**config.mk**
```make
export PLATFORM = sky130hd
export DESIGN_NAME = burst_lat_mon
export DESIGN_NICKNAME = d
export VERILOG_FILES = /design/src/rtl/burst_lat_pkg.sv /design/src/rtl/burst_lat_ctrl.sv /design/src/rtl/burst_lat_wait.sv /design/src/rtl/burst_lat_dp.sv /design/src/rtl/burst_lat_mon.sv
export SDC_FILE = /design/constraint.sdc
export NUM_CORES = 1
export LEC_CHECK = 0
export CAP_MARGIN = 40
export CORE_MARGIN = 2
export CORE_UTILIZATION = 40
export CTS_CLUSTER_DIAMETER = 100
export DETAILED_ROUTE_END_ITERATION = 8
export GPL_ROUTABILITY_DRIVEN = 0
export GPL_TIMING_DRIVEN = 0
export SKIP_LAST_GASP = 1
export SLEW_MARGIN = 25
export SYNTH_ARGS = -nofsm -noshare
export SYNTH_HDL_FRONTEND = slang
export SYNTH_SLANG_ARGS = --single-unit
```
**constraint.sdc**
```tcl
create_clock -name clk -period 6.8 [get_ports clk]
set_input_delay 1.02 -clock clk [delete_from_list [all_inputs] [get_ports clk]]
set_output_delay 1.02 -clock clk [all_outputs]
set_load 0.05 [all_outputs]
```
**src/rtl/burst_lat_pkg.sv**
```systemverilog
package burst_lat_pkg;

  // Strobes passed from the control FSM to the counting datapath
  typedef struct packed {
    logic active;     // clock belongs to a transaction
    logic start;      // first clock of a transaction
    logic complete;   // a data phase completes this clock
    logic finish;     // final data phase completes this clock
    logic initPhase;  // current phase is the first one
    logic extLim;     // extended first-phase target allowance applies
  } strobe_t;

endpackage

```
**src/rtl/burst_lat_ctrl.sv**
```systemverilog
module burst_lat_ctrl
  import burst_lat_pkg::*;
(
  input  logic    clk,
  input  logic    rstN,
  input  logic    frameAct,
  input  logic    irdyAct,
  input  logic    trdyAct,
  input  logic    stopAct,
  input  logic    modHit,
  output strobe_t strb
);

  typedef enum logic {S_IDLE, S_BUSY} state_t;

  state_t state;
  logic   initReg;
  logic   modReg;

  always_comb begin
    strb           = '0;
    strb.start     = (state == S_IDLE) && frameAct;
    strb.active    = strb.start || (state == S_BUSY);
    strb.complete  = strb.active && irdyAct && (trdyAct || stopAct);
    strb.finish    = (state == S_BUSY) && strb.complete && !frameAct;
    strb.initPhase = strb.start || initReg;
    strb.extLim    = strb.start ? modHit : modReg;
  end

  always_ff @(posedge clk) begin
    if (!rstN) begin
      state   <= S_IDLE;
      initReg <= 1'b0;
      modReg  <= 1'b0;
    end else if (strb.start) begin
      state   <= S_BUSY;
      modReg  <= modHit;
      initReg <= !strb.complete;
    end else if (state == S_BUSY) begin
      if (strb.complete) initReg <= 1'b0;
      if (strb.finish)   state   <= S_IDLE;
    end
  end


  start_only_idle_chk: assert property (@(posedge clk) disable iff (!rstN)
    strb.start |=> (state == S_BUSY));

endmodule

```
**src/rtl/burst_lat_wait.sv**
```systemverilog
module burst_lat_wait #(
  parameter int W = 6
) (
  input  logic         clk,
  input  logic         rstN,
  input  logic         active,
  input  logic         clear,
  input  logic         resp,
  input  logic [W-1:0] limit,
  output logic         over
);

  logic [W-1:0] cnt;
  logic         seen;

  // over fires on the last allowed clock when no answer has come yet
  assign over = active && !seen && !resp && (cnt == (limit - W'(1)));

  always_ff @(posedge clk) begin
    if (!rstN) begin
      cnt  <= '0;
      seen <= 1'b0;
    end else if (active) begin
      if (clear) begin
        cnt  <= '0;
        seen <= 1'b0;
      end else if (resp) begin
        seen <= 1'b1;
      end else if (cnt != '1) begin
        cnt <= cnt + W'(1);
      end
    end
  end


  cleared_after_phase_chk: assert property (@(posedge clk) disable iff (!rstN)
    (active && clear) |=> (cnt == '0 && !seen));

endmodule

```
**src/rtl/burst_lat_dp.sv**
```systemverilog
module burst_lat_dp
  import burst_lat_pkg::*;
#(
  parameter int MSTR_LIM = 8,
  parameter int INIT_LIM = 16,
  parameter int EXT_LIM  = 32,
  parameter int SUB_LIM  = 8,
  parameter int CNT_W    = 16,
  parameter int PH_W     = 12
) (
  input  logic             clk,
  input  logic             rstN,
  input  strobe_t          strb,
  input  logic             irdyAct,
  input  logic             trdyAct,
  input  logic             stopAct,
  output logic             mstrViol,
  output logic             tgtInitViol,
  output logic             tgtInitExtViol,
  output logic             tgtSubViol,
  output logic             lenViol,
  output logic [CNT_W-1:0] txnClocks,
  output logic [PH_W-1:0]  txnPhases,
  output logic             txnDone
);

  localparam int MAX_LIM = (EXT_LIM > INIT_LIM) ? EXT_LIM : INIT_LIM;
  localparam int WAIT_W  = $clog2(MAX_LIM + 1) + 1;
  localparam int NCHK    = 2;

  logic [WAIT_W-1:0] limVec  [NCHK];
  logic              respVec [NCHK];
  logic              overVec [NCHK];
  logic [CNT_W-1:0]  initBudget;
  logic [CNT_W-1:0]  clkCnt;
  logic [CNT_W-1:0]  budget;
  logic [PH_W-1:0]   phCnt;
  logic [4:0]        violVec;

  // index 0: initiator, index 1: target
  assign limVec[0]  = WAIT_W'(MSTR_LIM);
  assign limVec[1]  = strb.initPhase ? (strb.extLim ? WAIT_W'(EXT_LIM) : WAIT_W'(INIT_LIM))
                                     : WAIT_W'(SUB_LIM);
  assign respVec[0] = irdyAct;
  assign respVec[1] = trdyAct || stopAct;

  for (genvar g = 0; g < NCHK; g++) begin : g_wait
    burst_lat_wait #(.W(WAIT_W)) u_wait (
      .clk   (clk),
      .rstN  (rstN),
      .active(strb.active),
      .clear (strb.complete),
      .resp  (respVec[g]),
      .limit (limVec[g]),
      .over  (overVec[g])
    );
  end

  assign initBudget = strb.extLim ? CNT_W'(EXT_LIM) : CNT_W'(INIT_LIM);

  always_ff @(posedge clk) begin
    if (!rstN) begin
      mstrViol       <= 1'b0;
      tgtInitViol    <= 1'b0;
      tgtInitExtViol <= 1'b0;
      tgtSubViol     <= 1'b0;
    end else begin
      if (overVec[0]) mstrViol <= 1'b1;
      if (overVec[1]) begin
        if (!strb.initPhase)  tgtSubViol     <= 1'b1;
        else if (strb.extLim) tgtInitExtViol <= 1'b1;
        else                  tgtInitViol    <= 1'b1;
      end
    end
  end

  always_ff @(posedge clk) begin
    if (!rstN) begin
      clkCnt  <= '0;
      phCnt   <= '0;
      budget  <= '0;
      lenViol <= 1'b0;
      txnDone <= 1'b0;
    end else begin
      txnDone <= strb.finish;
      if (strb.start) begin
        clkCnt <= CNT_W'(1);
        phCnt  <= PH_W'(strb.complete);
        budget <= initBudget + (strb.complete ? CNT_W'(SUB_LIM) : '0);
      end else if (strb.active) begin
        clkCnt <= clkCnt + CNT_W'(1) + CNT_W'(strb.finish);
        phCnt  <= phCnt + PH_W'(strb.complete);
        if (strb.complete && !strb.finish) budget <= budget + CNT_W'(SUB_LIM);
        if (strb.finish && ((clkCnt + CNT_W'(1)) > budget)) lenViol <= 1'b1;
      end
    end
  end

  assign txnClocks = clkCnt;
  assign txnPhases = phCnt;
  assign violVec   = {lenViol, tgtSubViol, tgtInitExtViol, tgtInitViol, mstrViol};


  for (genvar s = 0; s < 5; s++) begin : g_sticky
    sticky_chk: assert property (@(posedge clk) disable iff (!rstN)
      violVec[s] |=> violVec[s]);
  end


  len_needs_phase_chk: assert property (@(posedge clk) disable iff (!rstN)
    lenViol |-> (mstrViol || tgtInitViol || tgtInitExtViol || tgtSubViol));


  done_pulse_chk: assert property (@(posedge clk) disable iff (!rstN)
    txnDone |=> !txnDone);


  done_phases_chk: assert property (@(posedge clk) disable iff (!rstN)
    txnDone |-> (txnPhases != '0));


  done_clocks_chk: assert property (@(posedge clk) disable iff (!rstN)
    txnDone |-> (txnClocks > CNT_W'(txnPhases)));

endmodule

```
**src/rtl/burst_lat_mon.sv**
```systemverilog
module burst_lat_mon
  import burst_lat_pkg::*;
#(
  parameter int MSTR_LIM = 8,
  parameter int INIT_LIM = 16,
  parameter int EXT_LIM  = 32,
  parameter int SUB_LIM  = 8,
  parameter int CNT_W    = 16,
  parameter int PH_W     = 12
) (
  input  logic             clk,
  input  logic             rstN,
  input  logic             frameAct,
  input  logic             irdyAct,
  input  logic             trdyAct,
  input  logic             stopAct,
  input  logic             modHit,
  output logic             mstrViol,
  output logic             tgtInitViol,
  output logic             tgtInitExtViol,
  output logic             tgtSubViol,
  output logic             lenViol,
  output logic [CNT_W-1:0] txnClocks,
  output logic [PH_W-1:0]  txnPhases,
  output logic             txnDone
);

  strobe_t strb;

  burst_lat_ctrl u_ctrl (
    .clk     (clk),
    .rstN    (rstN),
    .frameAct(frameAct),
    .irdyAct (irdyAct),
    .trdyAct (trdyAct),
    .stopAct (stopAct),
    .modHit  (modHit),
    .strb    (strb)
  );

  burst_lat_dp #(
    .MSTR_LIM(MSTR_LIM), .INIT_LIM(INIT_LIM), .EXT_LIM(EXT_LIM),
    .SUB_LIM(SUB_LIM), .CNT_W(CNT_W), .PH_W(PH_W)
  ) u_dp (
    .clk           (clk),
    .rstN          (rstN),
    .strb          (strb),
    .irdyAct       (irdyAct),
    .trdyAct       (trdyAct),
    .stopAct       (stopAct),
    .mstrViol      (mstrViol),
    .tgtInitViol   (tgtInitViol),
    .tgtInitExtViol(tgtInitExtViol),
    .tgtSubViol    (tgtSubViol),
    .lenViol       (lenViol),
    .txnClocks     (txnClocks),
    .txnPhases     (txnPhases),
    .txnDone       (txnDone)
  );

endmodule

```
After elaboration in Yosys (flattened, before gate mapping) --
Cells that the tools add are included. Widths: inputs -> output; s select.
Operators by class: $add $sub $neg 8, multipliers 0, divide/modulo/power cells 0, $lt $le $gt $ge 1, equal/unequal tests 6, shift-type cells 0, mux-type cells 28, bitwise operators 5, reduce and logical (&&, ||, !) cells 42
Operators with widths (number):
- $mux 7 | 7
- $mux 16 | 3
- $add 16x1->16 | 1
- $add 16x1->16 const B | 1
- $add 16x16->16 | 1
- $add 16x4->16 const B | 1
- $gt 16x16->1 | 1
- $reduce_bool 2->1 | 8
- $mux 1 | 15
- $reduce_and 3->1 | 5
- $add 7x1->7 const B | 2
- $ne 7x7->1 const B | 2
- $logic_and 1x1->1 | 13
- $add 12x1->12 | 1
- $mux 6 | 2
- $reduce_and 2->1 | 5
- $eq 7x3->1 const B | 1
- $eq 7x7->1 | 1
- $logic_not 1->1 | 7
- $sub 7x1->7 const B | 1
- $not 1->1 | 5
- $mux 4 | 1
- $ne 2x1->1 const B | 2
- $logic_or 1x1->1 | 3
- $reduce_or 2->1 | 1
Storage, ports and cells: register bits after elaboration 69, latch bits 0, bits in writable memories 0, bits in read-only memories 0, logic and storage cells 108, memories kept 0

Depth between registers and ports, before layout --
Gate-level depths: netlist of the first run.
word-level depth 12, gate-level depth with buffers 11, gate-level depth less buffers 11

Hierarchy --
From an unflattened synthesis of the first run, not the netlist that was laid out.
Unflattened totals: cell total of the unflattened synthesis 543, area total of the unflattened synthesis 4544.4 sq um
Modules (own cells, without submodules):
- burst_lat_dp | times used 1, cells an instance 386, area each 3154.3 sq um, sequential area each 940.9 sq um
- burst_lat_wait | times used 2, cells an instance 71, area each 620.6 sq um, sequential area each 160.2 sq um
- burst_lat_ctrl | times used 1, cells an instance 15, area each 148.9 sq um, sequential area each 60.1 sq um

Worst setup path after synthesis of the first run --
No wires, ideal clock.
kind in2reg, start in stopAct, end reg u_dp.clkCnt[12], in the netlist u_dp.txnClocks[12], setup time 0.070 ns, data arrival time 3.138 ns, path slack 3.592 ns, stages 10, buffers on the path 0, path through o21ai_1 or3b_2 inv_1 ha_1 ha_1 inv_1 a2111o_1 o31a_1 or3_1 a21oi_1
RTL lines:
- start, declared | RTL line burst_lat_mon.sv:16 | input logic stopAct,
- end signal, assigned | RTL line burst_lat_dp.sv:91 | clkCnt <= clkCnt + CNT_W'(1) + CNT_W'(strb.finish);
- end, declared | RTL line burst_lat_dp.sv:35 | logic [CNT_W-1:0] clkCnt;

==> results of run 1 <==
cells in the mapped netlist, types with 4 or more instances:
| master | count | area share |
|---|---|---|
| o31ai_1 | 4 | 0.0076 |
| nor2b_1 | 13 | 0.020 |
| buf_2 | 8 | 0.010 |
| mux2i_1 | 9 | 0.023 |
| nand4_1 | 17 | 0.027 |
| o21ai_0 | 12 | 0.015 |
| inv_1 | 23 | 0.022 |
| clkbuf_1 | 13 | 0.012 |
| a211oi_1 | 5 | 0.0095 |
| nor2_1 | 60 | 0.057 |
| xor2_1 | 21 | 0.046 |
| ha_1 | 22 | 0.069 |
| a21boi_0 | 4 | 0.0076 |
| nand3_1 | 19 | 0.024 |
| nor3_1 | 11 | 0.014 |
| a21oi_1 | 27 | 0.034 |
| and3_1 | 12 | 0.019 |
| nand2_1 | 50 | 0.047 |
| xnor2_1 | 26 | 0.057 |
| dfxtp_1 | 66 | 0.33 |
| nand2b_1 | 4 | 0.0063 |
| or3_1 | 10 | 0.016 |
| a31oi_1 | 6 | 0.0095 |
| o22ai_1 | 5 | 0.0079 |
tightest hold or removal path, cell delays in order (launching register included):
cell and delay (ns):
dfxtp_1 0.33, nand2_1 0.05, a21oi_1 0.05
logic make-up (layout without fill, tap and decap cells):
kind of cell,after synthesis,in the layout,synth area share
AOI/OAI and AO/OA,89,89,0.147
xor gates and xnor gates,47,47,0.104
adders and majority gates,22,22,0.0693
buffers and inverters,47,101,0.0498
DFF,66,66,0.333
muxes,10,10,0.0255
and+or+nand+nor,216,216,0.272
path summary, 6_finish.rpt:
path                             endpoint  slack (ns)
max                    u_dp.txnClocks[12]        2.87
min          u_dp.g_wait[0].u_wait.cnt[1]        0.47
max reg2reg                  u_dp.lenViol        3.44
min reg2reg  u_dp.g_wait[0].u_wait.cnt[1]        0.47
sequential cells by signal (all words and copies together) (netlist names):
register and flops:
u_dp.lenViol 1, u_dp.tgtSubViol 1, u_dp.txnClocks 16, u_dp.g_wait.u_wait.seen 2, u_dp.txnDone 1, u_dp.g_wait.u_wait.cnt 14
u_dp.txnPhases 12, u_dp.tgtInitExtViol 1, u_ctrl.state 1, u_ctrl.modReg 1, u_dp.tgtInitViol 1, u_dp.mstrViol 1
u_ctrl.initReg 1, u_dp.budget 13
cell type report:
class / count / area [um^2]
Buffer: 24 / 111
Multi-Input combinational cell: 384 / 2450
Timing Repair Buffer: 39 / 390
Sequential cell: 66 / 1320
Clock inverter: 6 / 92.6
Tap cell: 133 / 166
Fill cell: 982 / 4940
Clock buffer: 9 / 124
Inverter: 23 / 86.3
routing by layer:
metal  part of all wire  wire length, um
met5                  0                0
met4              0.022              218
met3              0.047              480
met2               0.48             4820
met1               0.45             4590
cell usage in the layout, fill, tap and decap left out, drive strengths merged, types with 21 or more instances in the layout:
master,n
dfxtp,66
inv,23
xnor2,26
xor2,21
nor2,60
clkbuf,22
ha,22
clkdlybuf4s50,39
nand2,50
a21oi,27
through the flow:
| step | hold WS, ns | total power, mW | instance area [um^2] | setup slack [ns] | cells |
|---|---|---|---|---|---|
| floorplan | 0.438 | 0.464 | 3970 | 3.59 | 497 |
| global placement | 0.457 | 0.491 | 4530 | 2.56 | 669 |
| detailed placement | 0.465 | 0.492 | 4530 | 2.53 | 669 |
| CTS | 0.478 | 0.862 | 4740 | 2.89 | 684 |
| global route | 0.510 | 0.888 | 4740 | 2.70 | 684 |
| finish | 0.472 | 0.853 | 4740 | 2.87 | 684 |
report_power, final:
part / internal (mW) / switching (mW) / leakage (nW)
registers: 0.393 / 0.00770 / 0.534
logic: 0.0282 / 0.0544 / 1.10
clock network: 0.206 / 0.164 / 0.102
total: 0.627 / 0.226 / 1.74
==> impl_metrics.ini, run 1 <==
[run_status]
outcome = complete, no violations

[layout]
nets = 576
area.growth.synth_to_final_pct = 19.5
drive_gt1_frac = 0.0581
diodes = 0
final_util = 0.490

[global_routing]
track_usage = 0.193
grt_pass1_vias = 3606
grt_use_met2 = 0.330
antenna_found_initial = 0
grt_pass1_wl_mm = 17.2
grt_max_degree = 13
grt_use_met3 = 0.0497
grt_most_used_layer = met2
met1_usage = 0.240
grt_overflow = 0

[setup_path]
cp.required_ns = 7.08
critPathBufInv = 3
arrival_ns = 4.21
critical-path-max-stage-delay_ns = 0.60
path_class = primary input to flop
crit_cells = 11
crit_fanout = 9
critPathLaunch = irdyAct
path_cells = clkdlybuf4s50_1, o21ai_1, or3b_2, inv_1, ha_1, ha_1, inv_1, a2111o_1, o31a_1, or3_1, a21oi_1
reg2reg_depth = 10
cp_slowest_cell = or3b_2
cp-start-kind = primary input
crit_family = compound AO/OA/AOI/OAI gates
r2r-start = u_dp.txnClocks[0]
setup.worst_path.end_class = flop

[floorplan]
core_um2 = 9680
initial_utilization = 0.410
fp.dieW_um = 104
dieHeight_um = 104
dieArea_um2 = 10700
rows = 36
io_pins = 41

[min_path]
worst_hold_path.num_cells = 2
hp-start = u_dp.g_wait[0].u_wait.cnt[1]
min_path_type = flop to flop

[drt]
vias = 3687
wire_per_inst_um = 14.8
first_iter_violations = 121
viasPerCell = 5.39
detail-route-antenna-nets = 0
totalWireLength_mm = 10.1
dr.pass1.iters = 5
drc = 0

[cts]
cts_tree = built
clock_sinks = 66
hold_buffers = 0
cts_root_buffer = clkbuf_8
cts_resized = 0
cts_htree_levels = 3
worstSkewPairLatency_ns = 0.35
clockBufferDepth = 2
path_clk_slew_ns = 0.08
cts_made_buffers = 9
postCtsSetupRepairBufs = 0

[timing]
clock_skew_ns = 0.0119
fmaxAchievable_mhz = 254
timing.final.crit_share = 0.579
finalSetupViolCount = 0
rsz0062_at_grt = false
setup_tns_ns = 0
slew_headroom = 0.524
period_minus_slack_ns = 3.93
finalHoldViolCount = 0
slew_viol_final = 0
worstMarginPinSlew_ns = 0.714

[placed_design]
dp_hpwl_mm = 7.67
io_buffers = 39

[logic_synthesis]
ys_warn_count = 0
ys_async_sr_fraction = 0
synth_cell_types = 57
syn_avg_cell_area_um2 = 7.99
synth-edff-count = 0
syn_area_um2 = 3970
synth_flop_cell = dfxtp_1
ys_seq_area_frac = 0.333
synth_nets = 526
syn_inst = 497
ys_seq_elements = 66

[pwr]
irDropWorstVdd_uv = 130
cellLeakagePower_nw = 1.74
powerDensity_nw_per_um2 = 180

[job]
cap_violations = 0
Note: power is estimated with default switching activity, not from simulation.
==> run 2, diff against run 1 <==
Clock period 6.8 ns to 3.4 ns, I/O delays scaled along.
==> impl_metrics.ini, run 2 (synthesis results as in run 1) <==
[cts]
cts_made_buffers = 9
clockBufferDepth = 2
postCtsSetupRepairBufs = 0
clock_sinks = 66
cts_htree_levels = 3
cts_root_buffer = clkbuf_8
worstSkewPairLatency_ns = 0.35
path_clk_slew_ns = 0.08
cts_tree = built

[setup_path]
path_cells = clkdlybuf4s50_1, buf_2, nor2_1, clkbuf_1, clkbuf_1, nor2_1, ha_1, ha_1, nand4_1, xor2_1, nor2_1
arrival_ns = 3.42
cp_slowest_cell = clkbuf_1
path_class = primary input to flop
reg2reg_slack_ns = 0.24
cpMostUsedCell = nor2_1
r2r-start = u_dp.txnClocks[0]
cp.required_ns = 3.61
critical-path-max-stage-delay_ns = 0.58
cp-start-kind = primary input
crit_fanout = 10
critPathLaunch = frameAct
setup.worst_path.end_class = flop

[timing]
period_minus_slack_ns = 3.21
setup_slack_ns = 0.189
fmaxAchievable_mhz = 311
slew_headroom = 0.528
slew_viol_final = 0
finalSetupViolCount = 0
clock_skew_ns = 0.0122
worstMarginPinSlew_ns = 0.709
timing.final.crit_share = 0.945
rsz0062_at_grt = true
finalHoldViolCount = 0

[layout]
area.growth.synth_to_final_pct = 20.3
final_area_um2 = 4780
layout.cells.non_filler = 684
final_cell_mix = 66 x dfxtp_1, 60 x nor2_1, 50 x nand2_1
fillCellCount = 979
diodes = 0
nets = 576
largest_reg_flops = 16
drive_gt1_frac = 0.0635
layout_commonest_cell = dfxtp_1

[placed_design]
dp.cells = 669
dp_hpwl_mm = 7.67
pre_cts_ws_ns = -0.358
place_area_um2 = 4530
io_buffers = 39

[run_status]
outcome = complete, no violations

[global_routing]
grt_overflow = 0
grt_pass1_wl_mm = 17.1
grt_pass1_vias = 3602
track_usage = 0.193
antenna_found_initial = 0
grt_max_degree = 13

[floorplan]
initial_utilization = 0.410
core_um2 = 9680
dieHeight_um = 104
fp.dieW_um = 104
io_pins = 41
dieArea_um2 = 10700
rows = 36

[drt]
first_iter_violations = 135
totalWireLength_mm = 10.2
dr.pass1.iters = 5
viasPerCell = 5.36
drc = 0
vias = 3666
wire_per_inst_um = 14.9
detail-route-antenna-nets = 0

[pwr]
cellLeakagePower_nw = 1.78
powerDensity_nw_per_um2 = 357
totalPowerFinal_mw = 1.71
irDropWorstVdd_uv = 261

[min_path]
min_path_type = flop to flop
hp-start = u_dp.g_wait[0].u_wait.cnt[1]

[job]
cap_violations = 0
run 2: path summary, 6_finish.rpt:
check,endpoint,cells past startpoint
worst max-delay path,u_dp.txnPhases[4],11
worst max register to register,u_dp.lenViol,10
worst min-delay path,u_dp.g_wait[0].u_wait.cnt[1],2
worst min register to register,u_dp.g_wait[0].u_wait.cnt[1],2
run 2: layout make-up:
cell class | count | area [um^2] | share of cell area
clock inverters | 6 | 92.6 | 0.0194
flip-flops and latches | 66 | 1320 | 0.277
multi-input cells | 384 | 2480 | 0.519
clock buffers | 9 | 124 | 0.0259
well taps | 133 | 166 | 0.0348
inverters | 23 | 86.3 | 0.0181
repair buffers | 39 | 393 | 0.0822
plain buffers | 24 | 113 | 0.0236
run 2: power by group:
group | switching, mW | leakage [nW] | internal (mW)
logic | 0.110 | 1.15 | 0.0566
clock network | 0.328 | 0.102 | 0.411
registers | 0.0154 | 0.534 | 0.787
run 2: metal layers:
metal,wire length (um),GRT usage,vias to the layer above
li1,-,-,1846
met1,4740,0.239,1734
met2,4830,0.330,68
met3,414,0.0497,18
met4,211,0.0589,0
met5,0,0,-
run 2: metrics by stage:
step,utilization,hold slack (ns),setup TNS [ns]
floorplan,-,0.438,0
global placement,0.468,0.457,-2.10
detailed placement,0.468,0.465,-2.25
CTS,0.490,0.478,0
global route,0.493,0.510,-0.0211
finish,0.493,0.473,0
run 2: what timing repair did:
action	CTS	global route
hold buffers	0	0
gates cloned	0	0
resized for setup	1	7
endpoints found under the setup margin	1	2
run 2: critical path, delay by kind of cell:
| family | cells | cell delay [ns] |
|---|---|---|
| buffers and inverters | 4 | 1.70 |
| AND/OR/NAND/NOR | 4 | 0.61 |
| adder cells (fa/ha/maj) | 2 | 0.43 |
| XOR/XNOR | 1 | 0.18 |
